--- src/rtl/fss_pkg.sv ---
package fss_pkg;

  typedef enum logic [1:0] {
    FS_IDLE  = 2'd0,
    FS_ARMED = 2'd1,
    FS_RUN   = 2'd2
  } fsState_t;

  // control -> datapath strobes
  typedef struct packed {
    logic clear;    // drop WS history
    logic capture;  // record current WS sample
  } dpCtrl_t;

  // datapath -> control observations
  typedef struct packed {
    logic edgeHit;   // qualified frame edge on this bit-clock edge
    logic wsAtPost;  // WS currently at post-edge level
  } dpStat_t;

endpackage

--- src/rtl/fss_datapath.sv ---
module fss_datapath
  import fss_pkg::*;
#(
  parameter int STD_W        = 2,
  parameter int PHILIPS_CODE = 0
) (
  input  logic             clk,
  input  logic             rstN,
  input  logic             wsIn,
  input  logic [STD_W-1:0] stdSel,
  input  dpCtrl_t          ctl,
  output dpStat_t          stat
);

  localparam logic [STD_W-1:0] FALL_SEL = STD_W'(PHILIPS_CODE);

  logic fallMode;
  logic preLvl;
  logic postLvl;
  logic wsSamp;
  logic histValid;

  assign fallMode = (stdSel == FALL_SEL);
  assign preLvl   = fallMode;
  assign postLvl  = ~fallMode;

  always_ff @(posedge clk or negedge rstN) begin
    if (!rstN) begin
      wsSamp    <= 1'b0;
      histValid <= 1'b0;
    end else if (ctl.clear) begin
      wsSamp    <= 1'b0;
      histValid <= 1'b0;
    end else if (ctl.capture) begin
      wsSamp    <= wsIn;
      histValid <= 1'b1;
    end
  end

  always_comb begin
    stat.edgeHit  = histValid && (wsSamp == preLvl) && (wsIn == postLvl);
    stat.wsAtPost = (wsIn == postLvl);
  end

endmodule

--- src/rtl/fss_control.sv ---
module fss_control
  import fss_pkg::*;
(
  input  logic    clk,
  input  logic    rstN,
  input  logic    ifaceEn,
  input  logic    syncStartEn,
  input  dpStat_t stat,
  output dpCtrl_t ctl,
  output logic    startPulse,
  output logic    armed,
  output logic    running,
  output logic    frameErr
);

  fsState_t state;
  fsState_t stateNext;
  logic     pulseNext;
  logic     errSet;

  always_comb begin
    ctl.clear   = ~ifaceEn;
    ctl.capture = ifaceEn;
  end

  always_comb begin
    stateNext = state;
    unique case (state)
      FS_IDLE:  if (ifaceEn) stateNext = FS_ARMED;
      FS_ARMED: begin
        if (!ifaceEn)          stateNext = FS_IDLE;
        else if (stat.edgeHit) stateNext = FS_RUN;
      end
      FS_RUN:   if (!ifaceEn) stateNext = FS_IDLE;
      default:  stateNext = FS_IDLE;
    endcase
  end

  assign pulseNext = (state == FS_ARMED) && ifaceEn && stat.edgeHit;
  assign errSet    = (state == FS_IDLE) && ifaceEn && syncStartEn && stat.wsAtPost;

  always_ff @(posedge clk or negedge rstN) begin
    if (!rstN) begin
      state      <= FS_IDLE;
      startPulse <= 1'b0;
      frameErr   <= 1'b0;
    end else begin
      state      <= stateNext;
      startPulse <= pulseNext;
      if (errSet) frameErr <= 1'b1;
    end
  end

  assign armed   = (state == FS_ARMED);
  assign running = (state == FS_RUN);

endmodule

--- src/rtl/frame_start_sync.sv ---
module frame_start_sync
  import fss_pkg::*;
#(
  parameter int STD_W        = 2,
  parameter int PHILIPS_CODE = 0
) (
  input  logic             clk,
  input  logic             rstN,
  input  logic             ifaceEn,
  input  logic [STD_W-1:0] stdSel,
  input  logic             syncStartEn,
  input  logic             wsIn,
  output logic             startPulse,
  output logic             armed,
  output logic             running,
  output logic             frameErr
);

  dpCtrl_t dpCtl;
  dpStat_t dpStat;

  fss_datapath #(
    .STD_W        (STD_W),
    .PHILIPS_CODE (PHILIPS_CODE)
  ) i_datapath (
    .clk    (clk),
    .rstN   (rstN),
    .wsIn   (wsIn),
    .stdSel (stdSel),
    .ctl    (dpCtl),
    .stat   (dpStat)
  );

  fss_control i_control (
    .clk         (clk),
    .rstN        (rstN),
    .ifaceEn     (ifaceEn),
    .syncStartEn (syncStartEn),
    .stat        (dpStat),
    .ctl         (dpCtl),
    .startPulse  (startPulse),
    .armed       (armed),
    .running     (running),
    .frameErr    (frameErr)
  );

endmodule

--- config.mk ---
export PLATFORM = sky130hd
export DESIGN_NAME = frame_start_sync
export DESIGN_NICKNAME = d
export VERILOG_FILES = /design/src/rtl/fss_pkg.sv /design/src/rtl/fss_datapath.sv /design/src/rtl/fss_control.sv /design/src/rtl/frame_start_sync.sv
export SDC_FILE = /design/constraint.sdc
export NUM_CORES = 1
export LEC_CHECK = 0
export ABC_AREA = 0
export BUFFER_PORTS_ARGS = -buffer_cell sky130_fd_sc_hd__buf_2
export CAP_MARGIN = 20
export CORE_AREA = 2 2 39 41
export CTS_BUF_LIST = sky130_fd_sc_hd__clkbuf_8
export CTS_CLUSTER_SIZE = 8
export DETAILED_ROUTE_END_ITERATION = 8
export DIE_AREA = 0 0 41 43
export GPL_TIMING_DRIVEN = 1
export HOLD_SLACK_MARGIN = 0.12
export PLACE_DENSITY = 0.47
export SLEW_MARGIN = 20
export SYNTH_ARGS = -nofsm -noshare
export SYNTH_HDL_FRONTEND = slang
export SYNTH_SLANG_ARGS = --single-unit
--- constraint.sdc ---
create_clock -name clk -period 1.6 [get_ports clk]
set_input_delay 0.32 -clock clk [delete_from_list [all_inputs] [get_ports clk]]
set_output_delay 0.32 -clock clk [all_outputs]
set_load 0.01 [all_outputs]
Word level (Yosys, flattened, before mapping)
Cells that the tools add are included.

Shifts and indexed selects: 0. Add/sub/neg operators: 0. Bitwise gates (word level): 1. Multiplexer cells: 7. Magnitude comparators: 0. Reduce and logical (&&, ||, !) cells: 10. Divide/modulo/power cells: 0. Equality and inequality tests: 7. Multipliers: 0.

Operator list (count): two-way mux 2 bit (4); logical AND 1 bit (7); case mux 2 bit (3 select lines) (1); zero test 2 bit (2); != test 2 bit, second input constant (2); != test 3 x 2 -> 1 bit, second input constant (1); AND reduction 3 bit (1); == test 1 bit (2); == test 2 x 1 -> 1 bit, second input constant (1); == test 2 bit, second input constant (1); two-way mux 1 bit (2); NOT 1 bit (1).

Bits in writable memories: 0. Memory bits (read-only): 0. Bits in latches: 0. Register bits: 6. Memories: 0. Bits of input ports: 7. Output and inout bits: 4.

Depth between registers and ports, before layout
Depth in word-level cells: 7. Gate-level depth with buffers: 3. Mapped depth without buffers: 3.

Modules after synthesis
A second synthesis with hierarchy kept.

Cells, all modules: 27. Area total of the unflattened synthesis: 281.5 um^2.

Modules (own cells, without submodules): fss_control (times used 1, cells an instance 16, area an instance 173.9 um^2); fss_datapath (times used 1, cells an instance 11, area an instance 107.6 um^2).

Worst setup path before layout
OpenSTA, ideal clock, no wires.

Path kind: reg2out. From: reg i_control.state[0]. To: out running. Stages on the path, launching flop included: 2. Data required time: 1.280 ns. Data arrival time: 0.607 ns. Slack: 0.673 ns. Buffers on the path: 0. Path through: dfrtp_1 > nor2b_1.

Longest elaborated chain between the ends: 1.

RTL lines: start, declared (line fss_control.sv:16) `fsState_t state;`; start signal, assigned (line fss_control.sv:48) `state <= stateNext;`; == test 2 bit (line fss_control.sv:55) `assign running = (state == FS_RUN);`; end, declared (line frame_start_sync.sv:15) `output logic running,`.

Every way passes these cells.

Final worst setup path
Ends and elaborated chain as after synthesis.

==> flow_summary.json <==
{
  "drive_gt1_share_pct": 37.8,
  "yosys_register_bits": 6,
  "worstPathMaxFanout": 4,
  "synth_top_area_share_pct": 58.0,
  "via_per_inst": 3.72,
  "synthAdderAreaFrac_pct": 0,
  "synth_area_per_cell_um2": 11.3,
  "syn_inst": 23,
  "firstDrtPassIters": 3,
  "vias": 197,
  "cts_max_level": 1,
  "post_cts_buffers": 0,
  "p_clk_share_pct": 51.1,
  "post-route-drc-count": 0,
  "synth-simple-area-share_pct": 24.6,
  "diodes": 0,
  "r2r_slack_ns": 0.63,
  "ant_nets": 0,
  "slew-limit-headroom_pct": 82.5,
  "layout_common_cells": "buf_2, dfrtp_1, nor2b_1, clkbuf_8",
  "die_area_um2": 1760,
  "clk_pin_slew_ns": 0.03,
  "gp_congestion": 0.770,
  "highest_layer": "met3",
  "synthMuxAreaShare_pct": 3.86,
  "power.switching_uw": 82.2,
  "grt_util_all_layers_pct": 6.48,
  "wl_per_cell_um": 8.70,
  "synth.distinct_cells": 14,
  "status": "finished clean",
  "cts-buffers-inserted": 3,
  "period_share_pct": 77.3,
  "ios": 11,
  "hold_depth": 1,
  "root_buffer": "clkbuf_8",
  "worst_slack_ns": 0.364,
  "p_per_area_nw_per_um2": 1120,
  "max_freq_mhz": 809,
  "critPathLaunchType": "register",
  "hpwl_um": 374,
  "min_path_type": "in -> reg",
  "drt-met1-wl_um": 245,
  "synth_top_family_by_area": "simple AND/OR/NAND/NOR gates",
  "met2_length_um": 167,
  "netlist_top_cells_area": "dfrtp_1, nor2b_1, nor2_4",
  "p_leak_nw": 0.183,
  "r2r_end": "i_control.state[1]$_DFFE_PN0P_",
  "syn_nets": 30,
  "nets": 46,
  "reg2reg_from": "i_datapath.wsSamp$_DFF_PN0_",
  "p_int_uw": 342,
  "max_cap_viol_count": 0,
  "synth_xor_area_share_pct": 3.38,
  "finalHoldViolCount": 0,
  "grt_pass1_wl_um": 683,
  "cts.path.max_buffers": 2,
  "fin_setup_tns_ns": 0,
  "grt_pass1_vias": 165,
  "seq_power_share_pct": 38.9,
  "io_buffers": 10,
  "wl_met3_um": 48,
  "area_growth_pct": 46.9,
  "drt_iter0_markers": 2,
  "cts_hold_buf": 1,
  "path_class": "reg -> out",
  "ctsResizeCount": 0,
  "maxSlewViolCount": 0,
  "dp_slack_ns": 0.502,
  "cts_sinks": 6,
  "antenna_found_initial": 0,
  "tritoncts": "built",
  "end_kind": "output pin",
  "cp.required_ns": 1.28,
  "yosysSeqAreaShare_pct": 58.0,
  "synth_area_um2": 259,
  "swShare_pct": 19.4,
  "rsz0062_at_grt": "no",
  "hp-start": "ifaceEn",
  "clock-skew-final_ns": 0.00260,
  "synth-compound-area-share_pct": 8.70,
  "finalCriticalPeriod_ns": 1.24,
  "final_common_cell": "buf_2",
  "grt.overflow.total": 0,
  "hold_end": "i_datapath.histValid$_DFF_PN0_",
  "drt-total-wl_um": 461,
  "peakVddDrop_v": 0.000456,
  "setup_viol": 0,
  "r2r_cells": 3,
  "start_util_pct": 18.7,
  "synth_largest_area_cell": "dfrtp_1",
  "core_um2": 1380,
  "grt_max_degree": 7,
  "fp.dieW_um": 41,
  "clock_latency_ns": 0.22,
  "synth-warning-count": 0,
  "rows": 14,
  "worstPathArrival_ns": 0.92,
  "die_h_um": 43,
  "power_frac_comb_pct": 10.0,
  "worst_slew_pin_slew_ns": 0.256
}
==> per-stage QoR <==
step	utilization, %	hold WS (ns)	total power [mW]	cells	instance area [µm²]
floorplan	-	0.0244	0.187	23	259
global placement	23.8	0.153	0.208	49	329
detailed placement	23.8	0.155	0.208	49	329
CTS	27.5	0.240	0.437	53	380
global route	27.5	0.251	0.455	53	380
finish	27.5	0.247	0.424	53	380
==> cell type report <==
class                   count  area, µm²
repair buffers             11       60.1
flip-flops and latches      6        150
fillers                   149       1000
well taps                  16       20.0
clock buffers               3       41.3
inverters                   1       3.75
multi-input cells          16        105
==> cells by family after synthesis <==
| logic type | Yosys count |
|---|---|
| compound gates | 3 |
| xor+xnor | 1 |
| buf+inv | 1 |
| flops | 6 |
| mux | 1 |
| simple gates | 11 |
==> cells in the mapped netlist (all sizes together) <==
master  number
nor2b        3
mux2i        1
a41o         1
xor2         1
nor2         3
nand3        1
o21ai        1
nand2        2
and2b        1
and2         1
o21a         1
dfrtp        6
inv          1
==> per-layer routing <==
layer | vias up | global-route usage (%)
met1 | 82 | 8.28
li1 | 106 | -
met4 | 0 | 4.00
met2 | 9 | 6.56
met3 | 0 | 6.28
met5 | - | 0
==> power groups by stage <==
stage	sequential, mW	combinational [mW]	clock, mW
2_1_floorplan	0.167	0.0197	0
3_3_place_gp	0.167	0.0414	0
3_5_place_dp	0.167	0.0416	0
4_1_cts	0.165	0.0436	0.228
5_1_grt	0.166	0.0484	0.240
6_report	0.165	0.0425	0.217
==> worst max-delay path by stage <==
| stage | depth (start not counted) | startpoint | to |
|---|---|---|---|
| after floorplan | 1 | i_control.state[0]$_DFFE_PN0P_ | running |
| after global placement | 4 | stdSel[1] | i_control.state[1]$_DFFE_PN0P_ |
| after detailed placement | 4 | stdSel[1] | i_control.state[1]$_DFFE_PN0P_ |
| after CTS | 2 | i_control.state[0]$_DFFE_PN0P_ | running |
| after global routing | 2 | i_control.state[0]$_DFFE_PN0P_ | running |
| final | 2 | i_control.state[0]$_DFFE_PN0P_ | running |
==> flip-flops by register name, indices dropped and copies added (netlist names) <==
register and flops:
i_datapath.histValid 1, i_datapath.wsSamp 1, i_control.startPulse 1, i_control.state 2, i_control.frameErr 1
==> worst max-delay path: stages, from the launching register on <==
cell and delay (ns):
dfrtp_1 0.39, nor2b_1 0.15, buf_2 0.16
No activity file was read; power rests on OpenSTA's default activity.
